## config.mk

```make
export PLATFORM = sky130hd
export DESIGN_NAME = gpio_mux_bank
export DESIGN_NICKNAME = d
export VERILOG_FILES = /design/src/rtl/gpio_mux_bank.sv
export SDC_FILE = /design/constraint.sdc
export NUM_CORES = 1
export LEC_CHECK = 0
export BUFFER_PORTS_ARGS = -buffer_cell sky130_fd_sc_hd__buf_2
export CORE_ASPECT_RATIO = 1.4
export CORE_MARGIN = 10
export CORE_UTILIZATION = 55
export DETAILED_ROUTE_END_ITERATION = 10
export HOLD_SLACK_MARGIN = 0.03
export PLACE_DENSITY_LB_ADDON = 0.12
export SETUP_SLACK_MARGIN = 0.05
export SLEW_MARGIN = 5
export SYNTH_ARGS = -nofsm -noshare
export SYNTH_HDL_FRONTEND = slang
export SYNTH_SLANG_ARGS = --single-unit
```

## constraint.sdc

```tcl
create_clock -name clk -period 2.5 [get_ports clk]
set_clock_uncertainty 0.05 [all_clocks]
set_input_delay 0.125 -clock clk [delete_from_list [all_inputs] [get_ports clk]]
set_output_delay 0.125 -clock clk [all_outputs]
set_load 0.005 [all_outputs]
```

## src/rtl/gpio_mux_bank.sv

```systemverilog
module gpio_mux_bank #(
  parameter int NUM_PINS = 48,
  parameter logic [4*NUM_PINS-1:0] ALT1_POS  = {{44{4'hF}}, 4'd3, 4'd2, 4'd0, 4'hF},
  parameter logic [4*NUM_PINS-1:0] ALT2_POS  = {{44{4'hF}}, 4'd4, 4'hF, 4'd1, 4'hF},
  parameter logic [2*NUM_PINS-1:0] ALTA_CODE = {{44{2'd0}}, 2'd2, 2'd1, 2'd0, 2'd0},
  parameter logic [2*NUM_PINS-1:0] ALTB_CODE = {{44{2'd0}}, 2'd3, 2'd0, 2'd1, 2'd0},
  parameter logic [2*NUM_PINS-1:0] GPIO_MODE = {{44{2'd0}}, 2'd0, 2'd1, 2'd0, 2'd0}
) (
  input  logic                  clk,
  input  logic                  rst_n,
  input  logic                  we,
  input  logic [7:0]            addr,
  input  logic [7:0]            wdata,
  output logic [7:0]            rdata,
  input  logic [NUM_PINS-1:0]   pad_in,
  output logic [NUM_PINS-1:0]   pad_oe,
  output logic [NUM_PINS-1:0]   pad_out,
  output logic [NUM_PINS-1:0]   pin_level,
  output logic [2*NUM_PINS-1:0] pin_mode,
  output logic                  cfg_err
);
  localparam int NBYTES = (NUM_PINS + 7) / 8;
  localparam int NBITS  = NBYTES * 8;
  localparam logic [3:0] UNUSED = 4'hF;
  localparam logic [1:0] M_DEF = 2'd0, M_A = 2'd1, M_B = 2'd2, M_C = 2'd3;

  function automatic logic [NBITS-1:0] pin_mask();
    logic [NBITS-1:0] m;
    m = '0;
    for (int i = 0; i < NUM_PINS; i++) m[i] = 1'b1;
    return m;
  endfunction

  function automatic logic table_bad();
    logic bad;
    logic [3:0] p1, p2;
    bad = 1'b0;
    for (int i = 0; i < NUM_PINS; i++) begin
      p1 = ALT1_POS[4*i +: 4];
      p2 = ALT2_POS[4*i +: 4];
      if ((p1 > 4'd7 && p1 != UNUSED) || (p2 > 4'd7 && p2 != UNUSED) ||
          (p2 != UNUSED && p1 == UNUSED))
        bad = 1'b1;
    end
    return bad;
  endfunction

  localparam logic [NBITS-1:0] MASK = pin_mask();
  localparam logic CFG_BAD = table_bad();

  logic [NBITS-1:0]    sel_q, dir_q, out_q, pull_q;
  logic [7:0]          alt_q;
  logic [NUM_PINS-1:0] sync1_q, in_q;
  logic [NBITS-1:0]    in_ext;

  logic [3:0] grp, bidx;
  logic       byte_ok;
  int         boff;

  assign grp     = addr[7:4];
  assign bidx    = addr[3:0];
  assign byte_ok = 32'(bidx) < NBYTES;
  assign boff    = 32'(bidx) * 8;
  assign in_ext  = NBITS'(in_q);
  assign cfg_err = CFG_BAD;

  always_ff @(posedge clk or negedge rst_n) begin
    if (!rst_n) begin
      sync1_q <= '0;
      in_q    <= '0;
    end else begin
      sync1_q <= pad_in;
      in_q    <= sync1_q;
    end
  end

  always_ff @(posedge clk or negedge rst_n) begin
    if (!rst_n) begin
      sel_q  <= '0;
      dir_q  <= '0;
      out_q  <= '0;
      pull_q <= MASK;
      alt_q  <= '0;
    end else if (we) begin
      if (byte_ok) begin
        case (grp)
          4'h0: sel_q[boff +: 8] <= wdata & MASK[boff +: 8];
          4'h1: begin
            dir_q[boff +: 8]  <= wdata & MASK[boff +: 8];
            pull_q[boff +: 8] <= pull_q[boff +: 8] & ~wdata;
          end
          4'h2: out_q[boff +: 8]  <= wdata & MASK[boff +: 8];
          4'h3: pull_q[boff +: 8] <= wdata & MASK[boff +: 8];
          default: ;
        endcase
      end
      if (addr == 8'h50) alt_q <= wdata;
    end
  end

  always_comb begin
    rdata = 8'h00;
    if (byte_ok) begin
      case (grp)
        4'h0: rdata = sel_q[boff +: 8];
        4'h1: rdata = dir_q[boff +: 8];
        4'h2: rdata = out_q[boff +: 8];
        4'h3: rdata = pull_q[boff +: 8];
        4'h4: rdata = in_ext[boff +: 8];
        default: ;
      endcase
    end
    if (addr == 8'h50) rdata = alt_q;
  end

  assign pad_out = out_q[NUM_PINS-1:0];

  for (genvar i = 0; i < NUM_PINS; i++) begin : g_pin
    localparam logic [3:0] P1 = ALT1_POS[4*i +: 4];
    localparam logic [3:0] P2 = ALT2_POS[4*i +: 4];
    localparam logic [1:0] AC = ALTA_CODE[2*i +: 2];
    localparam logic [1:0] BC = ALTB_CODE[2*i +: 2];
    localparam logic [1:0] GM = GPIO_MODE[2*i +: 2];
    logic [1:0] mode;
    if (P1 == UNUSED) begin : g_plain
      assign mode = sel_q[i] ? M_A : M_DEF;
    end else begin : g_alt
      logic [1:0] code;
      assign code = {(P2 == UNUSED) ? 1'b0 : alt_q[P2[2:0]], alt_q[P1[2:0]]};
      assign mode = sel_q[i]   ? M_DEF :
                    code == AC ? M_A   :
                    code == BC ? M_B   : M_C;
    end
    assign pin_mode[2*i +: 2] = mode;
    assign pad_oe[i]    = dir_q[i] && (mode == GM);
    assign pin_level[i] = dir_q[i] ? out_q[i] : in_q[i];
  end
endmodule


```

Word-level counts from Yosys, hierarchy flattened
Index checks and enable logic that the tools add are counted.

storage, ports and cells
  register bits = 296
  word-level logic and storage cells = 245

operators by class
  add/sub/neg operators = 1
  magnitude comparators = 1
  equal/unequal tests = 9
  shifts and indexed selects = 9
  multiplexer cells = 111
  bitwise logic cells = 3
  reductions and logical operators = 104

operator list
  kind                                                        count
  bitwise mux 48 bit                                          5
  variable part select 48 x 8 -> 8 bit                        5
  zero test 2 bit                                             49
  two-way mux 1 bit                                           96
  one-hot mux 48 bit (2 select lines)                         1
  variable part select 8 x 33 -> 48 bit                       2
  logical AND 1 bit                                           48
  variable shift 8 x 33 -> 48 bit, first input constant       1
  variable part select 48 x 8 -> 8 bit, first input constant  1
  one-hot mux 8 bit (5 select lines)                          1
  negator 7 -> 33 bit                                         1
  AND 8 bit                                                   2
  two-way mux 8 bit                                           2
  two-way mux 2 bit                                           6
  AND reduction 3 bit                                         4
  equality test 4 x 2 -> 1 bit, second input constant         2
  equality test 8 x 7 -> 1 bit, second input constant         1
  NOT 8 bit                                                   1
  equality test 2 x 1 -> 1 bit, second input constant         2
  equality test 2 bit, second input constant                  2
  equality test 4 x 1 -> 1 bit, second input constant         1
  equality test 4 x 3 -> 1 bit, second input constant         1
  zero test 4 bit                                             1
  less-than comparator 4 x 3 -> 1 bit, second input constant  1
  other kinds (2)                                             2

Longest topological paths before layout
  word-level depth = 6
  depth in mapped cells = 13
  mapped depth without buffers = 8

Least setup slack after synthesis
OpenSTA, ideal clock, no wires.

  path kind = input-to-reg
  from = input addr[0]
  to = register sel_q[24]
  setup time = 0.125 ns
  arrival time = 2.519 ns
  required time = 2.325 ns
  slack = -0.194 ns
  stages = 11
  path buffers = 4
  path through = buf_2 buf_2 inv_1 ha_1 or3b_1 buf_2 nand3b_2 or2_2 clkbuf_1 nor2_2 mux2_2

on the way
  longest elaborated chain between the ends = 4
  elaborated cells on any way between the ends = 8
  those cells by class = add/sub: 1; order compare: 1; shift: 3; mux: 1; bitwise: 1; reduce/logical: 1

ends and longest elaborated chain
  element                                RTL line  text
  start: declaration                     12        input logic [7:0] addr,
  variable part select 48 x 8 -> 8 bit   87        4'h0: sel_q[boff +: 8] <= wdata & MASK[boff +: 8];
  AND 8 bit                              87
  variable part select 8 x 33 -> 48 bit  87
  bitwise mux 48 bit                     87
  end signal: indexed assignment         87
  end: declaration                       51        logic [NBITS-1:0] sel_q, dir_q, out_q, pull_q;

Parallel ways exist; a longest one is shown, timed or not.
A chain may end at the register's enable or synchronous reset.

Final worst setup path
  from = register dir_q[22]
  to = output rdata[6]

on the way
  longest elaborated chain between the ends = 4

ends and longest elaborated chain
  element                               RTL line  text
  start: declaration                    51
  start signal: indexed assignment      89        dir_q[boff +: 8] <= wdata & MASK[boff +: 8];
  variable part select 48 x 8 -> 8 bit  106       4'h1: rdata = dir_q[boff +: 8];
  one-hot mux 8 bit (5 select lines)    104       case (grp)
  two-way mux 8 bit                     103       if (byte_ok) begin
  two-way mux 8 bit                     113       if (addr == 8'h50) rdata = alt_q;
  end: declaration                      14        output logic [7:0] rdata,

No other way between the ends.

==> run_results.csv <==
group,metric,value,unit
run_status,status,"finished with violations",
run_status,violations,"negative setup slack",
power,powerDensity,591.2,nW/um^2
routing,routed_wl,58.86,mm
synthesis,synth_top_flop_cell,"dfrtp_1",
floorplan,ios,316,
final_layout,final_common_cell,"buf_2",
synthesis,synth_area,14500,sq um
routing,drc,0,
critical_path,path_cells,"a22oi_1, o21ai_2, o22ai_1, or4_4, o221ai_4, buf_2",
cts,cts-root-buf,"clkbuf_16",
sta,fin_ws,-0.05232,ns
run,max_cap_viol_count,0,
sta,rsz0062_at_grt,"true",
sta,worst_pin_slew,0.7128,ns
sta,slew_headroom,0.5230,
cts,cts_buffers,30,
placement,gp_congestion,0.9915,
routing,viasPerCell,6.205,
critical_path,crit_type,"flip-flop to primary output",
critical_path,critical_path.top_delay_family,"compound AO/OA/AOI/OAI gates",
critical_path,critical_path_arrival,2.38,ns
placement,placedCellCount,1901,
sta,hold_ws,0.08100,ns
power,ir_drop,0.7799,mV
placement,placed_cell_area,16640,sq um
power,total_power,11250,uW
sta,period_share,1.021,
floorplan,fp.coreArea,26100,sq um
floorplan,initial_core_util,0.5554,
placement,dp_hpwl,42.98,mm
routing,drt-initial-drc-count,1152,
critical_path,worst_setup_path_start_kind,"flip-flop",
synthesis,yosysWarnings,0,
critical_path,cpMaxStageDelayCell,"or4_4",
critical_path,cp_num_buf_inv,1,
critical_path,crit_path_end_kind,"primary output",
sta,slew_viol_final,0,
synthesis,yosysSeqAreaShare,0.5151,
routing,wl_per_cell,28.52,um
critical_path,rr_worst_depth,6,
placement,numPortBuffers,269,
min_path,hold_path.class,"input port to asynchronous set/reset pin",
final_layout,syn_to_final_growth,31.32,%
global_route,grtUsageTotal,0.3454,
floorplan,die_x,157.2,um
synthesis,syn_inst,1296,
final_layout,final_cell_mix,"265 x buf_2, 237 x dfrtp_1, 168 x buf_4",
final_layout,layout.nets,1785,
synthesis,ys_async_sr_fraction,1.000,
synthesis,synth-seq-cells,296,
critical_path,worst_path_largest_cell_delay,0.60,ns
sta,setup_violations,5,
critical_path,r2r_start,"pull_q[34]",
global_route,overflow,0,
critical_path,crit_fanout,2,
sta,period_needed,2.552,ns
final_layout,num_antenna_cells,0,
cts,cts_buffer_depth,3,
placement,place_ws,-0.3482,ns
global_route,grt_pass1_wl,85.79,mm
floorplan,dieArea,33340,sq um
global_route,grt_max_degree,80,
cts,cts_sinks,296,
global_route,grt_pass1_vias,13320,
synthesis,synth_cell_type_count,61,
final_layout,finalInstanceArea,19030,sq um
floorplan,placementRows,70,
cts,htreeDepth,1,
synthesis,synth_edf_count,0,
sta,hold_viol,0,
critical_path,critPathLaunch,"dir_q[22]",
final_layout,drive_gt1_frac,0.4638,
sta,fmax,391.8,MHz
global_route,antenna_found_initial,0,
critical_path,r2r_slack,0.51,ns
power,p_leak,0.008900,uW
cts,clkTransAtPathRegs,0.06,ns
cts,clock_latency,0.58,ns
synthesis,syn_area_per_cell,11.18,sq um
critical_path,r2r_end,"pull_q[10]",
cts,cts_tree,"built",
final_layout,fin_cells,2064,
critical_path,worstPathRequired,2.33,ns
routing,ant_nets,0,
routing,dr.pass1.iters,6,
routing,vias,12810,
floorplan,die_y,212.1,um
[per-layer routing]
layer	wire length, um	share of wire	track usage
met4	4480	0.076	0.2295
met2	29550	0.50	0.5909
met5	0	0	0
met1	20320	0.35	0.3846
met3	4506	0.077	0.06229
[Yosys cell counts, drive strengths merged (2+ instances only)]
library cell | instances | area share
dfrtp | 248 | 0.43
mux2 | 154 | 0.12
buf | 130 | 0.062
nand2 | 108 | 0.028
o21ai | 68 | 0.023
a21oi | 65 | 0.022
nor2 | 62 | 0.019
nor2b | 49 | 0.021
a22oi | 48 | 0.025
dfstp | 48 | 0.087
clkbuf | 37 | 0.0096
o21a | 26 | 0.013
o22ai | 26 | 0.011
o31ai | 26 | 0.014
mux2i | 24 | 0.017
o211ai | 24 | 0.013
o221ai | 21 | 0.013
o41ai | 16 | 0.0097
nand3 | 13 | 0.0045
inv | 12 | 0.0031
nand2b | 10 | 0.0043
or2 | 10 | 0.0043
or3 | 9 | 0.0039
or4 | 9 | 0.0047
o22a | 8 | 0.0048
nor3 | 6 | 0.0054
a41oi | 5 | 0.0030
and2 | 5 | 0.0022
and4 | 4 | 0.0024
nor4b | 4 | 0.0054
nand3b | 3 | 0.0018
nand4 | 3 | 0.0023
ha | 2 | 0.0017
nor4 | 2 | 0.0023
or3b | 2 | 0.0012
[report_power, final]
part | internal (uW) | switching, uW
registers | 4940 | 90.5
logic | 467 | 705
clock network | 3010 | 2030
[sequential cells by signal (all words and copies together) (netlist names)]
register  flops
in_ext       48
sync1_q      48
pad_out      48
alt_q         8
sel_q        48
dir_q        48
pull_q       48
[final cells by class]
cell class / count / area, sq um
Inverter: 12 / 45.04
Multi-Input combinational cell: 867 / 6489
Clock buffer: 37 / 838.3
Timing Repair Buffer: 509 / 3508
Tap cell: 324 / 405.4
Sequential cell: 296 / 7481
Clock inverter: 19 / 267.8
Fill cell: 1921 / 7066
[kinds of logic (layout without fill, tap and decap cells)]
family,Yosys count,count (layout),synth area share
AO/OA/AOI/OAI,338,338,0.1569
other,1,46,0.0002587
XOR/XNOR,1,1,0.0006043
buffers and inverters,179,577,0.07484
adder cells (fa/ha/maj),2,2,0.001726
multiplexers,178,178,0.1362
AND/OR/NAND/NOR,301,302,0.1143
flip-flops,296,296,0.5151
[worst reg2reg max path: stages (launching register included)]
cell	delay, ns
dfstp_2	0.54
mux2i_1	0.07
o22ai_1	0.17
nor2_1	0.11
or3_1	0.44
o22ai_1	0.33
mux2_2	0.22
[worst max path at each step]
| stage | cells after the start | end |
|---|---|---|
| 2_1_floorplan | 10 | sel_q[32] |
| 3_3_place_gp | 11 | rdata[1] |
| 3_5_place_dp | 11 | rdata[1] |
| 4_1_cts | 7 | rdata[1] |
| 5_1_grt | 7 | rdata[1] |
| 6_report | 6 | rdata[6] |
[metrics by stage]
| stage | setup TNS, ns | util |
|---|---|---|
| after floorplan | 0 | - |
| after global placement | -1.269 | 0.6376 |
| after detailed placement | -1.304 | 0.6376 |
| after CTS | -0.2057 | 0.7142 |
| after global routing | -0.4010 | 0.7293 |
| final | -0.09624 | 0.7293 |
[repair_timing]
item                                    4_1_cts  5_1_grt
pin swaps                                    14       34
cloned                                        1        1
hold buffers                                 57        0
setup buffers                                22       26
hold endpoints to repair                    327        0
gates resized for setup                      56       48
endpoints found under the setup margin        8        8
Note: power is estimated with default switching activity, not from simulation.
